===== config.mk =====
export PLATFORM = sky130hd
export DESIGN_NAME = dds_reg_loader
export DESIGN_NICKNAME = d
export VERILOG_FILES = /design/src/rtl/dds_ldr_pkg.sv /design/src/rtl/ldr_sync.sv /design/src/rtl/ldr_shift.sv /design/src/rtl/ldr_bank.sv /design/src/rtl/dds_reg_loader.sv
export SDC_FILE = /design/constraint.sdc
export NUM_CORES = 1
export LEC_CHECK = 0
export BUFFER_PORTS_ARGS = -buffer_cell sky130_fd_sc_hd__buf_4
export CORE_ASPECT_RATIO = 1.4
export CORE_MARGIN = 3
export CORE_UTILIZATION = 50
export DETAILED_ROUTE_END_ITERATION = 10
export GPL_ROUTABILITY_DRIVEN = 0
export PLACE_DENSITY_LB_ADDON = 0.15
export SYNTH_ARGS = -nofsm -noshare
export SYNTH_HDL_FRONTEND = slang
export SYNTH_SLANG_ARGS = --single-unit

===== constraint.sdc =====
create_clock -name clk_i -period 2.7 [get_ports clk_i]
set_input_delay 0.675 -clock clk_i [delete_from_list [all_inputs] [get_ports clk_i]]
set_output_delay 0.675 -clock clk_i [all_outputs]
set_load 0.02 [all_outputs]

===== src/rtl/dds_ldr_pkg.sv =====
package dds_ldr_pkg;
  localparam int unsigned WORD_W = 16;
  localparam int unsigned HALF_W = WORD_W - 2;
  localparam int unsigned FREQ_W = 2 * HALF_W;
  localparam int unsigned PH_W   = 12;
  localparam int unsigned N_FREQ = 2;
  localparam int unsigned N_PH   = 2;
  // control word bit positions
  localparam int unsigned CB_PAIR = 13;
  localparam int unsigned CB_HALF = 12;
  localparam int unsigned CB_FSEL = 11;
  localparam int unsigned CB_PSEL = 10;
  localparam int unsigned CB_RST  = 8;
  localparam int unsigned CB_SLP  = 6;
  typedef enum logic [1:0] {
    A_CTRL = 2'b00,
    A_F0   = 2'b01,
    A_F1   = 2'b10,
    A_PH   = 2'b11
  } addr_e;
endpackage


===== src/rtl/ldr_sync.sv =====
module ldr_sync #(
  parameter int unsigned WIDTH  = 3,
  parameter int unsigned STAGES = 2
) (
  input  logic             clk_i,
  input  logic             rst_ni,
  input  logic [WIDTH-1:0] d_i,
  input  logic [WIDTH-1:0] rst_val_i,
  output logic [WIDTH-1:0] q_o
);
  logic [WIDTH-1:0] stg_q [STAGES];

  always_ff @(posedge clk_i or negedge rst_ni) begin
    if (!rst_ni) begin
      for (int i = 0; i < STAGES; i++) stg_q[i] <= rst_val_i;
    end else begin
      stg_q[0] <= d_i;
      for (int i = 1; i < STAGES; i++) stg_q[i] <= stg_q[i-1];
    end
  end

  assign q_o = stg_q[STAGES-1];
endmodule


===== src/rtl/ldr_shift.sv =====
module ldr_shift
  import dds_ldr_pkg::*;
(
  input  logic              clk_i,
  input  logic              rst_ni,
  input  logic              sclk_i,
  input  logic              fsync_ni,
  input  logic              sdata_i,
  output logic [WORD_W-1:0] word_o,
  output logic              word_vld_o
);
  localparam int unsigned CNT_W = $clog2(WORD_W + 1);
  localparam logic [CNT_W-1:0] CNT_FULL = CNT_W'(WORD_W);
  localparam logic [CNT_W-1:0] CNT_LAST = CNT_W'(WORD_W - 1);

  logic             sclk_prev_q;
  logic [CNT_W-1:0] cnt_q;
  logic [WORD_W-1:0] sr_q;
  logic             vld_q;
  logic             fall;

  assign fall = sclk_prev_q & ~sclk_i;

  always_ff @(posedge clk_i or negedge rst_ni) begin
    if (!rst_ni) begin
      sclk_prev_q <= 1'b1;
      cnt_q       <= '0;
      sr_q        <= '0;
      vld_q       <= 1'b0;
    end else begin
      sclk_prev_q <= sclk_i;
      vld_q       <= 1'b0;
      if (fsync_ni) begin
        cnt_q <= '0;
      end else if (fall && cnt_q < CNT_FULL) begin
        sr_q  <= {sr_q[WORD_W-2:0], sdata_i};
        cnt_q <= cnt_q + 1'b1;
        vld_q <= (cnt_q == CNT_LAST);
      end
    end
  end

  assign word_o     = sr_q;
  assign word_vld_o = vld_q;

  AST_VLD_IN_FRAME: assert property (@(posedge clk_i) disable iff (!rst_ni)
    word_vld_o |-> $past(!fsync_ni));
  AST_CNT_BOUND: assert property (@(posedge clk_i) disable iff (!rst_ni)
    (cnt_q == CNT_FULL && !fsync_ni) |=> $stable(sr_q) && !word_vld_o);
endmodule


===== src/rtl/ldr_bank.sv =====
module ldr_bank
  import dds_ldr_pkg::*;
(
  input  logic              clk_i,
  input  logic              rst_ni,
  input  logic [WORD_W-1:0] word_i,
  input  logic              word_vld_i,
  output logic [WORD_W-1:0] ctrl_o,
  output logic [FREQ_W-1:0] freq0_o,
  output logic [FREQ_W-1:0] freq1_o,
  output logic [PH_W-1:0]   phase0_o,
  output logic [PH_W-1:0]   phase1_o
);
  logic [WORD_W-1:0] ctrl_q;
  logic [FREQ_W-1:0] freq_q  [N_FREQ];
  logic [PH_W-1:0]   phase_q [N_PH];
  logic              pend_q;
  logic              pidx_q;
  logic [HALF_W-1:0] plo_q;

  addr_e             addr;
  logic [HALF_W-1:0] dat;
  logic              tgt;

  assign addr = addr_e'(word_i[WORD_W-1 -: 2]);
  assign dat  = word_i[HALF_W-1:0];
  assign tgt  = word_i[WORD_W-1];  // 01 -> reg 0, 10 -> reg 1

  always_ff @(posedge clk_i or negedge rst_ni) begin
    if (!rst_ni) begin
      ctrl_q <= '0;
      pend_q <= 1'b0;
      pidx_q <= 1'b0;
      plo_q  <= '0;
      for (int i = 0; i < N_FREQ; i++) freq_q[i] <= '0;
      for (int i = 0; i < N_PH; i++) phase_q[i] <= '0;
    end else if (word_vld_i) begin
      unique case (addr)
        A_CTRL: begin
          ctrl_q <= word_i;
          pend_q <= 1'b0;
        end
        A_F0, A_F1: begin
          if (ctrl_q[CB_PAIR]) begin
            if (pend_q && pidx_q == tgt) begin
              freq_q[tgt] <= {dat, plo_q};
              pend_q      <= 1'b0;
            end else begin
              plo_q  <= dat;
              pidx_q <= tgt;
              pend_q <= 1'b1;
            end
          end else if (ctrl_q[CB_HALF]) begin
            freq_q[tgt][FREQ_W-1 -: HALF_W] <= dat;
          end else begin
            freq_q[tgt][HALF_W-1:0] <= dat;
          end
        end
        default: phase_q[word_i[HALF_W-1]] <= word_i[PH_W-1:0];
      endcase
    end
  end

  assign ctrl_o   = ctrl_q;
  assign freq0_o  = freq_q[0];
  assign freq1_o  = freq_q[1];
  assign phase0_o = phase_q[0];
  assign phase1_o = phase_q[1];

  AST_IDLE_HOLD: assert property (@(posedge clk_i) disable iff (!rst_ni)
    !word_vld_i |=> $stable(ctrl_o) && $stable(freq0_o) && $stable(freq1_o)
                    && $stable(phase0_o) && $stable(phase1_o));
  AST_PHASE_ISOLATED: assert property (@(posedge clk_i) disable iff (!rst_ni)
    (word_vld_i && addr == A_PH) |=> $stable(ctrl_o) && $stable(freq0_o)
                                     && $stable(freq1_o));
  AST_PAIR_FIRST_HOLD: assert property (@(posedge clk_i) disable iff (!rst_ni)
    (word_vld_i && (addr == A_F0 || addr == A_F1) && ctrl_o[CB_PAIR]
     && !(pend_q && pidx_q == tgt)) |=> $stable(freq0_o) && $stable(freq1_o));
  AST_HALF_KEEP_LO: assert property (@(posedge clk_i) disable iff (!rst_ni)
    (word_vld_i && (addr == A_F0 || addr == A_F1) && !ctrl_o[CB_PAIR] && ctrl_o[CB_HALF])
    |=> $stable(freq0_o[HALF_W-1:0]) && $stable(freq1_o[HALF_W-1:0]));
  AST_HALF_KEEP_HI: assert property (@(posedge clk_i) disable iff (!rst_ni)
    (word_vld_i && (addr == A_F0 || addr == A_F1) && !ctrl_o[CB_PAIR] && !ctrl_o[CB_HALF])
    |=> $stable(freq0_o[FREQ_W-1:HALF_W]) && $stable(freq1_o[FREQ_W-1:HALF_W]));
endmodule


===== src/rtl/dds_reg_loader.sv =====
module dds_reg_loader
  import dds_ldr_pkg::*;
#(
  parameter int unsigned SYNC_N = 2
) (
  input  logic              clk_i,
  input  logic              rst_ni,
  input  logic              sclk_i,
  input  logic              fsync_ni,
  input  logic              sdata_i,
  output logic [WORD_W-1:0] ctrl_o,
  output logic [FREQ_W-1:0] freq0_o,
  output logic [FREQ_W-1:0] freq1_o,
  output logic [PH_W-1:0]   phase0_o,
  output logic [PH_W-1:0]   phase1_o,
  output logic              freq_sel_o,
  output logic              phase_sel_o,
  output logic              core_rst_o,
  output logic [1:0]        sleep_o
);
  logic [2:0]        pins_s;
  logic [WORD_W-1:0] word;
  logic              word_vld;

  ldr_sync #(.WIDTH(3), .STAGES(SYNC_N)) u_sync (
    .clk_i     (clk_i),
    .rst_ni    (rst_ni),
    .d_i       ({sclk_i, fsync_ni, sdata_i}),
    .rst_val_i (3'b110),
    .q_o       (pins_s)
  );

  ldr_shift u_shift (
    .clk_i      (clk_i),
    .rst_ni     (rst_ni),
    .sclk_i     (pins_s[2]),
    .fsync_ni   (pins_s[1]),
    .sdata_i    (pins_s[0]),
    .word_o     (word),
    .word_vld_o (word_vld)
  );

  ldr_bank u_bank (
    .clk_i      (clk_i),
    .rst_ni     (rst_ni),
    .word_i     (word),
    .word_vld_i (word_vld),
    .ctrl_o     (ctrl_o),
    .freq0_o    (freq0_o),
    .freq1_o    (freq1_o),
    .phase0_o   (phase0_o),
    .phase1_o   (phase1_o)
  );

  assign freq_sel_o  = ctrl_o[CB_FSEL];
  assign phase_sel_o = ctrl_o[CB_PSEL];
  assign core_rst_o  = ctrl_o[CB_RST];
  assign sleep_o     = ctrl_o[CB_SLP +: 2];
endmodule


[After elaboration in Yosys (flattened, before gate mapping)]
Index checks and enable logic that the tools add are counted.
Word-level totals
  register bits after elaboration: 141
  bits of input ports: 5
  output and inout port bits: 101
  word-level logic and storage cells: 70
Cells by class
  add/sub/neg operators: 1
  $lt $le $gt $ge: 5
  equal/unequal tests: 6
  muxes and demuxes: 22
  bitwise logic cells: 7
  reduce and logical (&&, ||, !) cells: 15
Operators with widths (count)
  56-bit bitwise mux: 3
  56-bit 2-to-1 mux: 3
  28-bit demux with 1-bit select: 3
  28-bit 2-to-1 mux: 2
  24-bit bitwise mux: 1
  14-bit 2-to-1 mux: 1
  12-bit demux with 1-bit select: 1
  12-bit 2-to-1 mux: 1
  5-bit 2-to-1 mux: 2
  2-bit AND reduction: 3
  3-bit AND reduction: 2
  5-bit by 1-bit adder with 5-bit output (second input constant): 1
  5-bit by 4-bit == test with 1-bit output (second input constant): 1
  5-bit < comparator (second input constant): 1
  2-bit >= comparator (second input constant): 2
  1-bit logical AND: 4
  2-bit by 1-bit < comparator with 1-bit output (second input constant): 2
  1-bit 2-to-1 mux: 4
  1-bit NOT: 4
  1-bit NOT with 2-bit output: 2
  4-bit AND reduction: 1
  2-bit nonzero test: 2
  3-bit OR reduction: 1
  2-bit by 1-bit == test with 1-bit output (second input constant): 1
  other kinds (8): 8

[Depth between registers and ports, before layout]
Gate-level depths: netlist of the first run.
  depth after elaboration: 8
  gate-level depth with buffers: 6

[Least setup slack after synthesis of the first run]
OpenSTA, ideal clock, no wires.
  path kind: reg2reg
  start: reg u_shift.sr_q[15] (netlist: u_shift.word_o[15])
  end: reg u_bank.freq_q, in the netlist u_bank.freq1_o[17]
  arrival: 1.786 ns
  data required time: 2.572 ns
  setup slack: 0.786 ns
  cell stages (with the launch flop): 7
  path buffers: 1
  clock period less this slack: 1.914 ns
  cells stage by stage: dfrtp_1 > inv_1 > ha_1 > nand3_2 > a211oi_4 > buf_6 > mux2_1
Between the ends
  word-level cells in the longest chain between the ends: 8
  elaborated cells on any way between the ends: 22
Ends and longest elaborated chain
  start: declaration: line ldr_shift.sv:18  | logic [WORD_W-1:0] sr_q;
  start signal: assignment: line ldr_shift.sv:36  | sr_q <= {sr_q[WORD_W-2:0], sdata_i};
  1-bit NOT with 2-bit output (not written as such): line ldr_bank.sv:46, ldr_bank.sv:54, ldr_bank.sv:56
  2-bit >= comparator (not written as such) / 2-bit by 1-bit < comparator with 1-bit output (equally long branches): line ldr_bank.sv:46, ldr_bank.sv:54
  1-bit logical AND (not written as such): line ldr_bank.sv:46, ldr_bank.sv:54
  28-bit 2-to-1 mux, on equally long branches: line ldr_bank.sv:54, ldr_bank.sv:46
  28-bit demux with 1-bit select, on equally long branches: line ldr_bank.sv:54, ldr_bank.sv:46
  56-bit bitwise mux, on equally long branches: line ldr_bank.sv:54, ldr_bank.sv:46
  56-bit 2-to-1 mux, on equally long branches: line ldr_bank.sv:53, ldr_bank.sv:45
  56-bit 2-to-1 mux: line ldr_bank.sv:44  | if (ctrl_q[CB_PAIR]) begin
  end signal: indexed assignment: line ldr_bank.sv:46  | freq_q[tgt] <= {dat, plo_q};
  end signal: indexed assignment: line ldr_bank.sv:54  | freq_q[tgt][FREQ_W-1 -: HALF_W] <= dat;
  end signal: indexed assignment: line ldr_bank.sv:56  | freq_q[tgt][HALF_W-1:0] <= dat;
  end: declaration: line ldr_bank.sv:15  | logic [FREQ_W-1:0] freq_q [N_FREQ];
Several ways; a longest one is shown, not always the timed one. The select of a mux whose other input is x is not followed.
A chain may end at the register's enable or synchronous reset.

[Worst setup path after layout of the first run]
  start: reg u_shift.sr_q[15] (netlist: u_shift.word_o[15])
  end: reg u_bank.freq_q, in the netlist u_bank.freq0_o[19]
The elaborated chain is that of the path after synthesis.

==> results of run 1 <==
==> registers in the layout (all words and copies together) (netlist names) <==
name,count
u_bank.pend_q,1
u_bank.phase0_o,12
u_bank.freq0_o,28
u_bank.pidx_q,1
u_shift.word_o,16
u_shift.word_vld_o,1
u_bank.ctrl_o,16
u_sync.q_o,3
u_shift.cnt_q,5
u_sync.stg_q,3
u_shift.sclk_prev_q,1
u_bank.freq1_o,28
u_bank.phase1_o,12
u_bank.plo_q,14
==> power breakdown <==
| part | total, mW | leakage (nW) | switching (mW) | internal [mW] |
|---|---|---|---|---|
| logic | 0.177 | 1.41 | 0.0995 | 0.0780 |
| clock network | 2.41 | 0.300 | 0.841 | 1.57 |
| registers | 2.33 | 1.94 | 0.155 | 2.18 |
==> final timing paths <==
path	end	slack [ns]	startpoint
max in group asynchronous	u_sync.q_o[2]$_DFF_PN1_	1.73	rst_ni
min	u_bank.ctrl_o[15]$_DFFE_PN0P_	0.25	rst_ni
min reg2reg	u_sync.q_o[1]$_DFF_PN1_	0.36	u_sync.stg_q[4]$_DFF_PN1_
min in group clk_i	u_sync.q_o[1]$_DFF_PN1_	0.36	u_sync.stg_q[4]$_DFF_PN1_
max reg2reg	u_bank.freq0_o[19]$_DFFE_PN0P_	0.43	u_shift.word_o[15]$_DFFE_PN0P_
max	u_bank.freq0_o[19]$_DFFE_PN0P_	0.43	u_shift.word_o[15]$_DFFE_PN0P_
==> synthesized netlist by cell type (all sizes together) <==
cell type	instances
o21ai	3
buf	20
and3	1
a211oi	1
nand2	7
nor2	5
o22ai	14
nand2b	3
xnor2	3
o2bb2ai	1
nand3	4
dfrtp	136
nand3b	3
clkbuf	4
nor4bb	1
mux2	96
nor2b	2
ha	4
a21o	2
and2	1
nor3b	1
nand4	1
dfstp	5
a2bb2oi	28
o211a	1
mux2i	2
a21oi	7
inv	4
or2	1
==> area by class of cell <==
cell class	count	area, um^2	share of cell area (%)
clock buffer	22	494	7.01
clock inverter	10	135	1.92
inverter	4	15.0	0.213
multi-input combinational	192	1820	25.8
sequential	141	3530	50.1
tap	138	173	2.45
timing repair buffer	115	880	12.5
==> layout by cell type (no fill, tap or decap), types with 4 or more instances in the layout <==
| cell | n |
|---|---|
| dfrtp_1 | 136 |
| nand2_1 | 7 |
| mux2_2 | 86 |
| mux2_1 | 10 |
| buf_4 | 113 |
| dfstp_2 | 5 |
| ha_1 | 4 |
| clkbuf_8 | 5 |
| clkinvlp_4 | 4 |
| o22ai_1 | 14 |
| a2bb2oi_1 | 28 |
| clkbuf_16 | 17 |
| nor2_1 | 5 |
| inv_1 | 4 |
==> metal layers <==
metal | up-vias | share of wire (%) | routed length, um
met1 | 1788 | 40 | 4780
met4 | 0 | 1.2 | 147
met3 | 13 | 5.6 | 665
met2 | 101 | 53 | 6220
met5 | - | 0 | 0
li1 | 1532 | - | -
==> logic make-up (layout without fill, tap and decap cells) <==
logic type / count (synthesis) / after routing / share of synthesized area, %
AO/OA/AOI/OAI: 57 / 57 / 8.57
XOR/XNOR: 3 / 3 / 0.475
adder cells (fa/ha/maj): 4 / 4 / 0.905
buffers and inverters: 28 / 151 / 3.17
flip-flops: 141 / 141 / 63.9
multiplexers: 98 / 98 / 19.9
AND/OR/NAND/NOR: 30 / 30 / 3.10
==> critical path: stages (launching register included) <==
cell and delay (ns):
dfrtp_1 0.48, inv_1 0.13, ha_1 0.38, nand3b_1 0.22, a21oi_4 0.51, mux2_2 0.42
==> flow_summary.ini, run 1 <==
[run_status]
status = finished, final reports clean

[worst_setup_path]
cp-end-kind = flip-flop
required_ns = 2.99
path_max_fanout = 14
crit_path_start_kind = flip-flop
cp.arrival_ns = 2.56
critPathKind = reg2reg
reg2reg_depth = 5

[clocking]
post-cts-setup-buffer-count = 0
cts_buffers = 17
ctsHoldBuffers = 0
clock-sinks = 141
cts-resized-gates = 0
cts-htree-levels = 4
ctsLongestPathBuffers = 2
clk_latency_ns = 0.41
path_clk_slew_ns = 0.06
cts_root_buf = clkbuf_16
cts_tree = yes

[final_layout]
final.fill_count = 770
drive_above_1_share_pct = 50.8
layout.nets = 480
fin_area_um2 = 7050
post-route-util_pct = 66.7
n_antenna_cell = 0
final_cells = 622
syn_to_final_growth_pct = 27.5

[placement]
placed_cell_area_um2 = 6420
placedCellCount = 590
port_buffers = 105
post-place-ws_ns = 0.517
hpwl_um = 8000

[logic_synthesis]
seq_area_frac_synth_pct = 63.9
synth_top_area_share_pct = 61.5
synthTopCellsByArea = dfrtp_1, mux2_2, a2bb2oi_1, dfstp_2, mux2_1
syn_nets = 370
yosys_warnings = 0
post_synth_instance_area_um2 = 5530
ys_types = 36
ys_ff_latch = 141
yosys.area.top_type = dfrtp_1
syn_area_per_cell_um2 = 15.3
syn_inst = 361

[sta]
fin_ws_ns = 0.430
max_freq_ghz = 0.441
finalCriticalPeriod_ns = 2.27
holdWs_ns = 0.253
slew_violations = 0
clock-skew-final_ns = 0.00973
fin_crit_sh_pct = 84.1
maxSlewHeadroom_pct = 45.7
setup_violations = 0
hold_violations = 0
setup_tns_ns = 0
rsz0062_at_grt = false
worstMarginPinSlew_ns = 0.811

[global_routing]
grt_start_max_net_pins = 66
grt-busiest-layer = met2
use_met1_pct = 25.6
gr-total-overflow = 0
met2_usage_pct = 34.7
grtUsageMet3_pct = 5.78
grt.total_usage_pct = 20.6
antenna_found_initial = 0
grt_pass1_vias = 3671
grt_pass1_wl_um = 19200

[route]
drtPass1Iterations = 4
drt_iter0_drc = 146
routedWlPerCell_um = 19.0
drc = 0
via_per_inst = 5.52
vias = 3434
wirelength_um = 11800
antenna_left = 0

[die]
pin_count = 106
die_h_um = 130
core_area_um2 = 10600
die_area_um2 = 12400
start_util_pct = 52.3
row_count = 44
die_width_um = 94.9

[power]
total_power_mw = 4.92
ir_worst_vdd_v = 0.000561
power_leakage_nw = 3.65
powerDensity_nw_per_um2 = 698

[hold_path]
min_path_type = in2async

[run]
drv_cap = 0
No activity file was read; power rests on OpenSTA's default activity.
==> run 2, diff against run 1 <==
Clock period 2.7 ns to 2.2 ns, I/O delays scaled along.
==> run 2 against run 1 <==
Total power grew 22%. Register-to-register slack got worse by 0.15 ns. Routed wire length is 4.0% lower. Worst setup slack worse by 0.15 ns. First-iteration DRC count down 27%. Critical endpoint is now u_bank.freq1_o[19]$_DFFE_PN0P_. Largest cell class unchanged.
==> flow_summary.ini, run 2 (synthesis results as in run 1) <==
[final_layout]
layout_common_cells = dfrtp_1, buf_4, mux2_2
fin_area_um2 = 7090
n_antenna_cell = 0
final_common_cell = dfrtp_1
syn_to_final_growth_pct = 28.1
layout.nets = 485
final_cells = 627
drive_above_1_share_pct = 51.1
post-route-util_pct = 67.0

[clocking]
cts-resized-gates = 0
cts_buffers = 17
post-cts-setup-buffer-count = 0
cts_tree = yes
cts-htree-levels = 4
ctsHoldBuffers = 0
clk_latency_ns = 0.41
cts_root_buf = clkbuf_16
clock-sinks = 141
ctsLongestPathBuffers = 2
path_clk_slew_ns = 0.06

[sta]
clock-skew-final_ns = 0.00739
finalCriticalPeriod_ns = 1.92
worstMarginPinSlew_ns = 0.459
maxSlewHeadroom_pct = 69.3
max_freq_ghz = 0.522
setup_violations = 0
hold_violations = 0
fin_ws_ns = 0.285
slew_violations = 0
holdWs_ns = 0.00907
setup_tns_ns = 0
fin_crit_sh_pct = 87.1
rsz0062_at_grt = false

[route]
routedWlPerCell_um = 18.1
drtPass1Iterations = 5
antenna_left = 0
drt_iter0_drc = 107
vias = 3399
drc = 0
via_per_inst = 5.42
wirelength_um = 11300

[die]
pin_count = 106
row_count = 44
die_h_um = 130
die_area_um2 = 12400
core_area_um2 = 10600
start_util_pct = 52.3
die_width_um = 94.9

[worst_setup_path]
critPathSlowestCell = dfrtp_1
rrSetupSlack_ns = 0.28
cp-end-kind = flip-flop
r2r-start = u_shift.word_o[14]$_DFFE_PN0P_
crit_path_start_kind = flip-flop
max_stage_delay_ns = 0.37
path_buf_inv = 2
cp_cell_sequence = inv_1 > ha_1 > nand3_2 > a211oi_4 > buf_4 > mux2_1
cp.arrival_ns = 2.20
critPathKind = reg2reg
required_ns = 2.48
rr_endpoint = u_bank.freq1_o[19]$_DFFE_PN0P_
critPathTopFamily = flip-flops
path_max_fanout = 14
reg2reg_depth = 6

[power]
power_leakage_nw = 3.68
powerDensity_nw_per_um2 = 850
total_power_mw = 6.03
ir_worst_vdd_v = 0.000590

[run]
drv_cap = 0

[global_routing]
grt_pass1_wl_um = 18600
grt.total_usage_pct = 19.8
gr-total-overflow = 0
grt_start_max_net_pins = 66
grt_pass1_vias = 3572
antenna_found_initial = 0

[run_status]
status = finished, final reports clean

[placement]
hpwl_um = 7950
placed_cell_area_um2 = 6460
post-place-ws_ns = 0.288
port_buffers = 105
placedCellCount = 595

[hold_path]
min_path_type = in2async
## run 2: cell type report
cell class / instances / area, um^2
Multi-Input combinational cell: 192 / 1820
Timing Repair Buffer: 120 / 917
Clock inverter: 12 / 168
Tap cell: 138 / 173
Clock buffer: 20 / 457
Sequential cell: 141 / 3530
Fill cell: 795 / 3480
Inverter: 4 / 15.0
## run 2: worst register-to-register path, delay by kind of cell (launching register included)
family	cells	cell delay, ns
DFF	1	0.37
muxes	1	0.36
buffers and inverters	2	0.35
AOI/OAI and AO/OA	1	0.23
and+or+nand+nor	1	0.15
adders and majority gates	1	0.34
## run 2: worst max-delay path by stage
stage               cells after the start                           start                             end
floorplan                               6  u_shift.word_o[15]$_DFFE_PN0P_  u_bank.freq1_o[17]$_DFFE_PN0P_
global placement                        6  u_shift.word_o[14]$_DFFE_PN0P_  u_bank.freq1_o[14]$_DFFE_PN0P_
detailed placement                      6  u_shift.word_o[14]$_DFFE_PN0P_  u_bank.freq1_o[15]$_DFFE_PN0P_
CTS                                     6  u_shift.word_o[14]$_DFFE_PN0P_  u_bank.freq1_o[19]$_DFFE_PN0P_
global route                            6  u_shift.word_o[14]$_DFFE_PN0P_  u_bank.freq1_o[19]$_DFFE_PN0P_
finish                                  6  u_shift.word_o[14]$_DFFE_PN0P_  u_bank.freq1_o[19]$_DFFE_PN0P_
## run 2: routing by layer
metal	share of wire, %	track usage (%)
met5	0	0
met2	52	32.8
met3	5.3	5.67
met4	0.95	6.37
met1	42	25.3
## run 2: power by group
group	switching, mW	internal (mW)
sequential	0.194	2.67
combinational	0.114	0.0955
clock	1.01	1.95
total	1.31	4.71
==> run 3, diff against run 2 <==
Settings changed: RECOVER_POWER set to 25.
==> run 3 against run 2 <==
Count of clock-buffer cells in the layout unchanged. Hold slack better by 0.24 ns. First-iteration DRC count down 13%. Sequential cell count unchanged. Critical endpoint unchanged. Largest power group unchanged. Final area shrank 0.23%. The run now ends with capacitance limit, slew limit left. Largest cell class unchanged. Sequential power is essentially flat.
==> flow_summary.ini, run 3 (synthesis results as in run 1) <==
[sta]
setup_violations = 0
worstMarginPinSlew_ns = 1.54
rsz0062_at_grt = false
setup_tns_ns = 0
slew_violations = 31
holdWs_ns = 0.251
maxSlewHeadroom_pct = -2.79
max_freq_ghz = 0.522
finalCriticalPeriod_ns = 1.92
clock-skew-final_ns = 0.00760
fin_crit_sh_pct = 87.1
hold_violations = 0

[worst_setup_path]
reg2reg_depth = 6
crit_path_start_kind = flip-flop
critPathSlowestCell = dfrtp_1
required_ns = 2.48
cp_cell_sequence = inv_1 > ha_1 > nand3_2 > a211oi_4 > buf_4 > mux2_1
path_buf_inv = 2
path_max_fanout = 14
cp-end-kind = flip-flop
critPathTopFamily = flip-flops
max_stage_delay_ns = 0.37
critPathKind = reg2reg
crit_cells = 6
cp.arrival_ns = 2.20

[power]
p_int_mw = 4.71
p_seq_share_pct = 47.6
p_sw_share_pct = 21.8
power_leakage_nw = 3.67
ir_worst_vdd_v = 0.000590
powerDensity_nw_per_um2 = 852
p_clk_share_pct = 49.0
combPwrFrac_pct = 3.4
p_sw_mw = 1.31

[run_status]
violations = capacitance limit, slew limit
status = complete, but fails checks

[run]
drv_cap = 1

[route]
vias = 3421
drt_iter0_drc = 93
wirelength_um = 11400
drc = 0
drtPass1Iterations = 7
antenna_left = 0
via_per_inst = 5.46
routedWlPerCell_um = 18.1

[placement]
port_buffers = 105
placedCellCount = 595
hpwl_um = 7950

[hold_path]
min_path_type = in2reg
whs_path_depth = 1

[global_routing]
antenna_found_initial = 0
grt.total_usage_pct = 19.8
grt_pass1_wl_um = 18600
grt_start_max_net_pins = 66
gr-total-overflow = 0
grt_pass1_vias = 3572

[final_layout]
syn_to_final_growth_pct = 27.8
layout_common_cells = dfrtp_1, buf_4, mux2_2
final_cells = 627
layout.nets = 485
final.fill_count = 798
final_common_cell = dfrtp_1
n_antenna_cell = 0
post-route-util_pct = 66.9
drive_above_1_share_pct = 50.7

[clocking]
post-cts-setup-buffer-count = 0
cts-htree-levels = 4
cts_root_buf = clkbuf_16
cts_tree = yes
ctsHoldBuffers = 0
clk_latency_ns = 0.41
path_clk_slew_ns = 0.06
cts-resized-gates = 0
clock-sinks = 141
ctsLongestPathBuffers = 2
cts_buffers = 17

[die]
die_h_um = 130
start_util_pct = 52.3
core_area_um2 = 10600
die_width_um = 94.9
die_area_um2 = 12400
pin_count = 106
row_count = 44
-- run 3: changes by cell type in the layout (fill, tap and decap cells not counted), sizes merged --
cell / previous run / this run
buf: 120 / 116
clkbuf: 20 / 24
-- run 3: cell type report --
class                      count  area [um^2]  area share, %
clock buffer                  20          457           6.46
clock inverter                12          168           2.37
inverter                       4         15.0          0.212
multi-input combinational    192         1820           25.8
sequential                   141         3530           50.0
tap                          138          173           2.44
timing repair buffer         120          901           12.7
-- run 3: worst reg2reg max path, delay by kind of cell, from the launching register on --
kind / cells / cell delay, ns
simple gates: 1 / 0.15
buf+inv: 2 / 0.35
fa+ha+maj: 1 / 0.34
mux: 1 / 0.36
compound gates: 1 / 0.23
flops: 1 / 0.37
-- run 3: layer usage --
layer / routed length, um / track usage (%)
met5: 0 / 0
met4: 100 / 6.37
met3: 584 / 5.67
met2: 5970 / 32.8
met1: 4700 / 25.3
-- run 3: worst paths after layout --
| kind | from | endpoint | slack [ns] |
|---|---|---|---|
| worst min register to register | u_sync.stg_q[3]$_DFF_PN0_ | u_sync.q_o[0]$_DFF_PN0_ | 0.35 |
| min in group asynchronous | rst_ni | u_bank.freq0_o[1]$_DFFE_PN0P_ | 0.52 |
| worst max-delay path | u_shift.word_o[14]$_DFFE_PN0P_ | u_bank.freq1_o[19]$_DFFE_PN0P_ | 0.28 |
| worst min-delay path | sclk_i | u_sync.stg_q[5]$_DFF_PN1_ | 0.25 |
| worst max register to register | u_shift.word_o[14]$_DFFE_PN0P_ | u_bank.freq1_o[19]$_DFFE_PN0P_ | 0.28 |
| max in group asynchronous | rst_ni | u_bank.plo_q[6]$_DFFE_PN0P_ | 0.44 |
-- run 3: metrics by stage --
stage / worst slack, ns / total power, mW / area, um^2
after floorplan: 0.286 / 2.94 / 5530
after CTS: 0.277 / 6.08 / 7090
after global placement: 0.336 / 3.11 / 6460
after detailed placement: 0.288 / 3.12 / 6460
final: 0.285 / 6.02 / 7070
after global routing: 0.0916 / 6.26 / 7070
-- run 3: power groups by stage --
stage / registers [mW] / logic [mW] / clock network, mW
5_1_grt: 2.89 / 0.233 / 3.14
2_1_floorplan: 2.82 / 0.128 / 0
6_report: 2.87 / 0.204 / 2.95
3_3_place_gp: 2.90 / 0.204 / 0
4_1_cts: 2.87 / 0.214 / 3.00
3_5_place_dp: 2.91 / 0.211 / 0
